[config.mk]
export PLATFORM = sky130hd
export DESIGN_NAME = ctl_dec_top
export DESIGN_NICKNAME = d
export VERILOG_FILES = /design/src/rtl/ctl_dec_pkg.sv /design/src/rtl/ctl_latch.sv /design/src/rtl/addr_decode.sv /design/src/rtl/ctl_dec_top.sv
export SDC_FILE = /design/constraint.sdc
export NUM_CORES = 1
export LEC_CHECK = 0
export BUFFER_PORTS_ARGS = -buffer_cell sky130_fd_sc_hd__buf_4
export CELL_PAD_IN_SITES_DETAIL_PLACEMENT = 1
export CELL_PAD_IN_SITES_GLOBAL_PLACEMENT = 1
export CORE_MARGIN = 1.5
export CORE_UTILIZATION = 29
export CTS_BUF_LIST = sky130_fd_sc_hd__clkbuf_8
export DETAILED_ROUTE_END_ITERATION = 16
export HOLD_SLACK_MARGIN = 0.08
export PLACE_DENSITY = 0.86
export SLEW_MARGIN = 0
export SYNTH_ARGS = -nofsm -noshare
export SYNTH_HDL_FRONTEND = slang
export SYNTH_SLANG_ARGS = --single-unit
[constraint.sdc]
create_clock -name clk_i -period 1.3 [get_ports clk_i]
set_clock_uncertainty 0.15 [all_clocks]
set_input_delay 0.13 -clock clk_i [delete_from_list [all_inputs] [get_ports clk_i]]
set_output_delay 0.13 -clock clk_i [all_outputs]
set_load 0.01 [all_outputs]
[src/rtl/ctl_dec_pkg.sv]
package ctl_dec_pkg;
  localparam int CTL_ROM_OFF = 0;
  localparam int CTL_MAP_EN  = 1;
  localparam int CTL_USER    = 2;

  // active-high internal select bundle
  typedef struct packed {
    logic rom;
    logic ram;
    logic card;
    logic mapr;
    logic vid_rd;
    logic vid_wr;
    logic ser;
    logic pwe;
    logic wreq;
  } sel_t;
endpackage

[src/rtl/ctl_latch.sv]
module ctl_latch #(
  parameter int          WIDTH     = 8,
  parameter int          ADDR_W    = 16,
  parameter int          SPAN_BITS = 6,
  parameter logic [15:0] BASE      = 16'h0040
) (
  input  logic              clk_i,
  input  logic              rst_ni,
  input  logic              cru_clk_ni,
  input  logic [ADDR_W-1:0] addr_i,
  input  logic              bit_i,
  output logic [WIDTH-1:0]  q_o
);
  localparam int IDX_W = $clog2(WIDTH);
  localparam logic [ADDR_W-SPAN_BITS-1:0] BASE_HI = BASE[ADDR_W-1:SPAN_BITS];

  logic             hit;
  logic [IDX_W-1:0] idx;
  logic             unused_addr;

  assign hit = !cru_clk_ni && (addr_i[ADDR_W-1:SPAN_BITS] == BASE_HI);
  // CRU addresses step by two
  assign idx = addr_i[IDX_W:1];
  assign unused_addr = ^{addr_i[SPAN_BITS-1:IDX_W+1], addr_i[0]};

  for (genvar g = 0; g < WIDTH; g++) begin : g_bit
    always_ff @(posedge clk_i or negedge rst_ni) begin
      if (!rst_ni)                            q_o[g] <= 1'b0;
      else if (hit && (idx == IDX_W'(g)))     q_o[g] <= bit_i;
    end
  end


  latch_hold_chk: assert property (@(posedge clk_i) disable iff (!rst_ni)
    !hit |=> $stable(q_o));

  latch_write_chk: assert property (@(posedge clk_i) disable iff (!rst_ni)
    hit |=> q_o[$past(idx)] == $past(bit_i));

  latch_single_chk: assert property (@(posedge clk_i) disable iff (!rst_ni)
    hit |=> $countones(q_o ^ $past(q_o)) <= 1);
endmodule

[src/rtl/addr_decode.sv]
module addr_decode
  import ctl_dec_pkg::*;
#(
  parameter int          ADDR_W    = 16,
  parameter int          PAGE_BITS = 8,
  parameter int          WIN_BITS  = 6,
  parameter logic [7:0]  IO_PAGE   = 8'hFE
) (
  input  logic                       mem_en_ni,
  input  logic                       we_ni,
  input  logic                       dbin_ni,
  input  logic [ADDR_W-1:WIN_BITS]   addr_hi_i,
  input  logic                       rom_off_i,
  input  logic                       user_i,
  input  logic                       protect_i,
  output sel_t                       sel_o
);
  localparam int SUB_W = PAGE_BITS - WIN_BITS;
  localparam int PG_W  = ADDR_W - PAGE_BITS;

  logic             mem, upper, io_pg, cru_low, dev_ok;
  logic [SUB_W-1:0] win;

  assign mem     = !mem_en_ni;
  assign upper   = addr_hi_i[ADDR_W-1];
  assign io_pg   = addr_hi_i[ADDR_W-1 -: PG_W] == IO_PAGE[PG_W-1:0];
  assign win     = addr_hi_i[PAGE_BITS-1:WIN_BITS];
  assign cru_low = addr_hi_i == '0;
  assign dev_ok  = mem && io_pg && !user_i;

  always_comb begin
    sel_o        = '0;
    sel_o.rom    = mem && !upper && !rom_off_i;
    // writes under enabled ROM fall through to RAM
    sel_o.ram    = mem && ((!upper && (rom_off_i || !we_ni)) || (upper && !io_pg));
    sel_o.card   = dev_ok && (win == SUB_W'(0));
    sel_o.mapr   = dev_ok && (win == SUB_W'(1));
    sel_o.vid_rd = dev_ok && (win == SUB_W'(2)) && !dbin_ni;
    sel_o.vid_wr = dev_ok && (win == SUB_W'(2)) && !we_ni;
    sel_o.ser    = !mem && cru_low && !user_i;
    sel_o.pwe    = !we_ni && !(protect_i && user_i);
    sel_o.wreq   = sel_o.rom || sel_o.card;
  end
endmodule

[src/rtl/ctl_dec_top.sv]
module ctl_dec_top
  import ctl_dec_pkg::*;
#(
  parameter int ADDR_W  = 16,
  parameter int LATCH_W = 8
) (
  input  logic               clk_i,
  input  logic               rst_ni,
  input  logic               mem_en_ni,
  input  logic               we_ni,
  input  logic               dbin_ni,
  input  logic               cru_clk_ni,
  input  logic [ADDR_W-1:0]  addr_i,
  input  logic               cru_bit_i,
  input  logic               protect_i,
  output logic               rom_sel_no,
  output logic               ram_sel_no,
  output logic               card_sel_no,
  output logic               map_sel_no,
  output logic               vid_rd_no,
  output logic               vid_wr_no,
  output logic               ser_sel_no,
  output logic               pwe_no,
  output logic               wait_o,
  output logic [LATCH_W-1:0] ctl_o
);
  localparam int WIN_BITS = 6;

  logic [LATCH_W-1:0] ctl_q;
  sel_t               sel;

  ctl_latch #(.WIDTH(LATCH_W), .ADDR_W(ADDR_W), .SPAN_BITS(WIN_BITS), .BASE(16'h0040)) u_latch (
    .clk_i     (clk_i),
    .rst_ni    (rst_ni),
    .cru_clk_ni(cru_clk_ni),
    .addr_i    (addr_i),
    .bit_i     (cru_bit_i),
    .q_o       (ctl_q)
  );

  addr_decode #(.ADDR_W(ADDR_W), .PAGE_BITS(8), .WIN_BITS(WIN_BITS), .IO_PAGE(8'hFE)) u_dec (
    .mem_en_ni(mem_en_ni),
    .we_ni    (we_ni),
    .dbin_ni  (dbin_ni),
    .addr_hi_i(addr_i[ADDR_W-1:WIN_BITS]),
    .rom_off_i(ctl_q[CTL_ROM_OFF]),
    .user_i   (ctl_q[CTL_USER]),
    .protect_i(protect_i),
    .sel_o    (sel)
  );

  assign ctl_o       = ctl_q;
  assign rom_sel_no  = !sel.rom;
  assign ram_sel_no  = !sel.ram;
  assign card_sel_no = !sel.card;
  assign map_sel_no  = !sel.mapr;
  assign vid_rd_no   = !sel.vid_rd;
  assign vid_wr_no   = !sel.vid_wr;
  assign ser_sel_no  = !sel.ser;
  assign pwe_no      = !sel.pwe;
  assign wait_o      = sel.wreq;


  user_lock_chk: assert property (@(posedge clk_i) disable iff (!rst_ni)
    ctl_q[CTL_USER] |-> (card_sel_no && map_sel_no && vid_rd_no && vid_wr_no && ser_sel_no));

  dev_excl_chk: assert property (@(posedge clk_i) disable iff (!rst_ni)
    $onehot0({!card_sel_no, !map_sel_no, !vid_rd_no, !ser_sel_no}));

  wr_protect_chk: assert property (@(posedge clk_i) disable iff (!rst_ni)
    (protect_i && ctl_q[CTL_USER]) |-> pwe_no);

  wait_mem_chk: assert property (@(posedge clk_i) disable iff (!rst_ni)
    wait_o |-> !mem_en_ni);

  rom_gate_chk: assert property (@(posedge clk_i) disable iff (!rst_ni)
    ctl_q[CTL_ROM_OFF] |-> rom_sel_no);
endmodule

Word-level counts from Yosys, hierarchy flattened --
Cells that the tools add are included.
Storage, ports and cells: register bits 8, input port bits 24
Operators by class: equal/unequal tests 11, reductions and logical operators 48
Operator list (number):
- logical AND 1 bit | 25
- zero test 1 bit | 17
- equality test 3 bit, second input constant | 4
- equality test 10 x 1 -> 1 bit, second input constant | 1
- zero test 10 bit | 1
- equality test 8 bit, second input constant | 1
- equality test 3 x 2 -> 1 bit, second input constant | 2
- equality test 3 x 1 -> 1 bit, second input constant | 1
- zero test 3 bit | 1
- logical OR 1 bit | 3
- equality test 2 x 1 -> 1 bit, second input constant | 1
- equality test 2 bit, second input constant | 1
- zero test 2 bit | 1

Depth between registers and ports, before layout --
depth in word-level cells 6, gate-level depth with buffers 3

By module --
A second synthesis with hierarchy kept.
Unflattened totals: cells, all modules 64, area total of the unflattened synthesis 598.1 um^2
Modules (own cells, without submodules):
- ctl_latch | instances 1, cells an instance 32, area each 435.4 um^2
- addr_decode | instances 1, cells an instance 24, area each 132.6 um^2
- ctl_dec_top | instances 1, cells an instance 8, area each 30.0 um^2

Least setup slack after synthesis --
Ideal clock, no wire load.
kind register -> output, start point register u_latch.q_o[0], end point output port wait_o, arrival 1.010 ns, setup slack 0.010 ns, cell stages (with the launch flop) 3, path buffers 0, cell sequence dfrtp_1 -> or3_1 -> a21bo_2
Between the ends: cells in the longest elaborated chain, start to end 3
RTL lines:
- start, declared | RTL line ctl_latch.sv:12 | output logic [WIDTH-1:0] q_o
- start signal, assigned by index | RTL line ctl_latch.sv:29 | else if (hit && (idx == IDX_W'(g))) q_o[g] <= bit_i;
- zero test 1 bit | RTL line addr_decode.sv:33 | sel_o.rom = mem && !upper && !rom_off_i;
- logical AND 1 bit | RTL line addr_decode.sv:33
- logical OR 1 bit | RTL line addr_decode.sv:42 | sel_o.wreq = sel_o.rom || sel_o.card;
- end, declared | RTL line ctl_dec_top.sv:24 | output logic wait_o,
No other way between the ends.

Final worst setup path --
Same ends and word-level chain as after synthesis.

==> results.md <==
- The DRC violation count after routing is 0.
- In the layout the commonest cells are buf_4 (40), nand4_1 (10), mux2_1 (8), dfrtp_1 (8), buf_6 (7).
- Of the cells placed in the final design, the portion with a size suffix greater than 1 is 0.594.
- The area share of the largest cell type after synthesis is 0.358.
- The internal portion of the total power is 542 µW.
- The total overflow left after global routing is 0.
- The floorplan step set the die height to 46.9 µm.
- The share of total power dissipated in combinational logic is 0.224.
- The number of hold violations in the final report came to 0.
- The number of pins with negative max-slew slack in the final report is 0.
- VDD sags by at most 0.908 mV.
- Entering global routing, the biggest net connects 10 pins.
- In the post-synthesis netlist, the biggest area contributors are dfrtp_1 (36%), mux2_1 (16%), nand4_1 (11%).
- The overall die width is 46.9 µm.
- The number of antenna violations at the first check in global routing is 0.
- Counting every net in the synthesized netlist gives 75.
- The synthesized netlist contains 19 unique library cells.
- The max-cap check violation count is 0.
- dfrtp_1 takes more of the synthesized area than any other cell.
- The required time reported for the critical path endpoint is 1.02 ns.
- The clock latency reported for the late side of the worst-skew pair is 0.23 ns.
- The average instance in the mapped netlist occupies 11.0 µm².
- The largest register by flop count is u_latch.q_o.
- Power comes to 719 µW.
- In the finished design, the share of the clock period the worst path needs comes to 1.16.
- Static timing analysis puts the maximum clock frequency at 0.663 GHz.
- For this configuration, the core starts out at a cell density of 0.317.
- The number of top-level pins is 41.
- The number of standard cells in the final layout excluding fillers is 126.
- Counting every instance in the synthesized netlist gives 51.
- The headroom to the max-slew limit is 0.798.
- The slack of the critical path is -0.209 ns.
- Walking the worst path, the cells encountered are or3_4, a21bo_4, buf_6.
- The run finished, with violations left.
- The total power divided by cell area is 676 nW/µm².
- The number of flip-flops under the largest register name is 8.
- The number of antenna repair diodes is 0.
- The number of warning messages in the yosys log is 0.
- The via count of the first global-routing pass was 704.
- At the worst endpoint, the arrival time is 1.23 ns.
- The number of core rows is 15.
- The multi-input combinational cells in the finished layout cover a total of 393 µm².
- The routed layout has 655 vias.
- Setup repair after global routing could not meet its margin everywhere.
- In this design, the stage delay of the slowest critical-path cell is 0.38 ns.
- The worst setup path is of the flop to output pin kind.
- The routed wire length is 1940 µm.
- The clock tree root driver cell is clkbuf_8.
- The HPWL after detailed placement is 1440 µm.
- Along the worst path, the maximum fanout reaches 2.
- The worst path in the final design needs a cycle of 1.51 ns, including I/O delays and setup.
- The worst setup path is captured at an output pin.
- The first-pass iteration count of the detailed router is 4.
- Leaving out fill and tap cells, the most frequent cell in the layout is buf_4.
- The share of total power dissipated in sequential elements is 0.349.
- The tightest min-delay check is of the primary input to asynchronous set/reset pin type.
- The number of synthesized register bits is 8.
- The routed via count divided by cell count is 5.20.
- TritonCTS built the clock tree.
- The first routing iteration left 3 violations.
- The first global-routing pass estimated 3030 µm of wire.
- Of the total power, the share spent switching nets is 0.246.
- The largest individual stage delay along the critical path comes from the cell dfrtp_1.
- The CTS buffer count is 3.
- The overall fraction of global-route tracks in use is 0.197.
- Setup total negative slack on the finished layout was measured at -1.21 ns.
- The largest registers in the layout are u_latch.q_o (8).
- The weighted congestion at the end of routability-driven global placement is 0.810.
- The clock share of power is 0.428.
- The critical path startpoint category is a flop.
- The clock sink count is 8.
- The sequential cells in the finished layout cover a total of 200 µm².
- For this design the static power due to leakage is 0.000501 µW.
- The mapped cell area is 559 µm².
- The final antenna-violating net count is 0.
- The final reports fail on negative setup slack.
- The area of the die is 2200 µm².
- For this design the total switching power over the nets is 177 µW.
- The core region is 1760 µm².
- The filler cells instantiated in the layout total 211.
- The cell total after placement is 120.
- The clock-pin transition on the worst setup and hold timing paths is 0.04 ns.
- During placement, the flow inserted port buffers numbering 37.
- Compared with the post-synthesis result, the final layout area differs by 90.4%.
- In this run the number of H-tree levels came out at 1.
- The average wire per cell in the routed design is 15.4 µm.
- The slew at the pin closest to its max-slew limit is 0.301 ns.
- The share of the Yosys chip area taken by registers is 0.358.
- The largest buffer count on any clock path is 2.
- At the end of the flow, the number of nets in the layout was 127.
- Setup violations remaining at the end of the flow were counted as 9.
- Timing analysis after detailed placement gives a worst setup slack of -0.145 ns.
[final timing paths]
path | startpoint | to | slack (ns) | cells past startpoint
worst max-delay path | u_latch.q_o[0] | wait_o | -0.21 | 3
worst min-delay path | rst_ni | u_latch.q_o[2] | 0.11 | 2
worst max register to register | u_latch.q_o[2] | u_latch.q_o[2] | 0.10 | 3
worst min register to register | u_latch.q_o[6] | u_latch.q_o[6] | 0.34 | 1
max in group asynchronous | rst_ni | u_latch.q_o[3] | 0.76 | 2
min in group clk_i | addr_i[1] | u_latch.q_o[2] | 0.14 | 4
[synth_stat cells]
library cell  count
and2_1            1
nand2_1           2
dfrtp_1           8
a211o_1           1
or3_1             1
nor4b_2           1
nor2_1            3
nor4_1            1
mux2_1            8
a21bo_2           1
buf_4             2
nor2b_1           2
nand4b_1          3
nor4_4            2
and4bb_2          1
a21o_1            1
nor3_1            2
nor4b_1           1
nand4_1          10
[routing by layer]
layer,up-vias,track usage,share of wire
li1,306,-,-
met1,322,0.199,0.37
met2,25,0.408,0.57
met3,2,0.00385,0.044
met4,0,0.0833,0.014
met5,-,0,0
[logic make-up after synthesis]
family,synth area share
AOI/OAI and AO/OA,0.0470
buffers and inverters,0.0268
DFF,0.358
muxes,0.161
and+or+nand+nor,0.407
[what timing repair did]
action | 4_1_cts | 5_1_grt
hold buffers | 2 | 0
setup endpoints to repair | 10 | 9
hold endpoints to repair | 16 | 0
gates resized for setup | 12 | 3
buffers inserted | 1 | 0
pin swaps | 10 | 2
[power groups by stage]
stage / Clock, µW / Combinational (µW) / Sequential (µW)
after floorplan: 0 / 34.1 / 255
after global placement: 0 / 130 / 254
after detailed placement: 0 / 135 / 254
after CTS: 322 / 154 / 251
after global routing: 325 / 175 / 251
final: 308 / 161 / 251
[layout make-up]
class | count | share of cell area
Sequential cell | 8 | 0.188
Tap cell | 25 | 0.0294
Multi-Input combinational cell | 41 | 0.369
Clock buffer | 3 | 0.0388
Timing Repair Buffer | 49 | 0.375
[through the flow]
stage	hold slack (ns)	cell area, µm²	util
finish	0.115	1060	0.604
global route	0.132	1060	0.604
CTS	0.0945	1040	0.592
detailed placement	-0.197	921	0.522
global placement	-0.197	921	0.522
floorplan	-0.316	559	-
[worst max-delay path, delay by kind of cell (launching register included)]
family                 cells  cell delay (ns)
flip-flops                 1             0.38
AND/OR/NAND/NOR            1             0.34
AO/OA/AOI/OAI              1             0.19
buffers and inverters      1             0.09
Note: power is estimated with default switching activity, not from simulation.
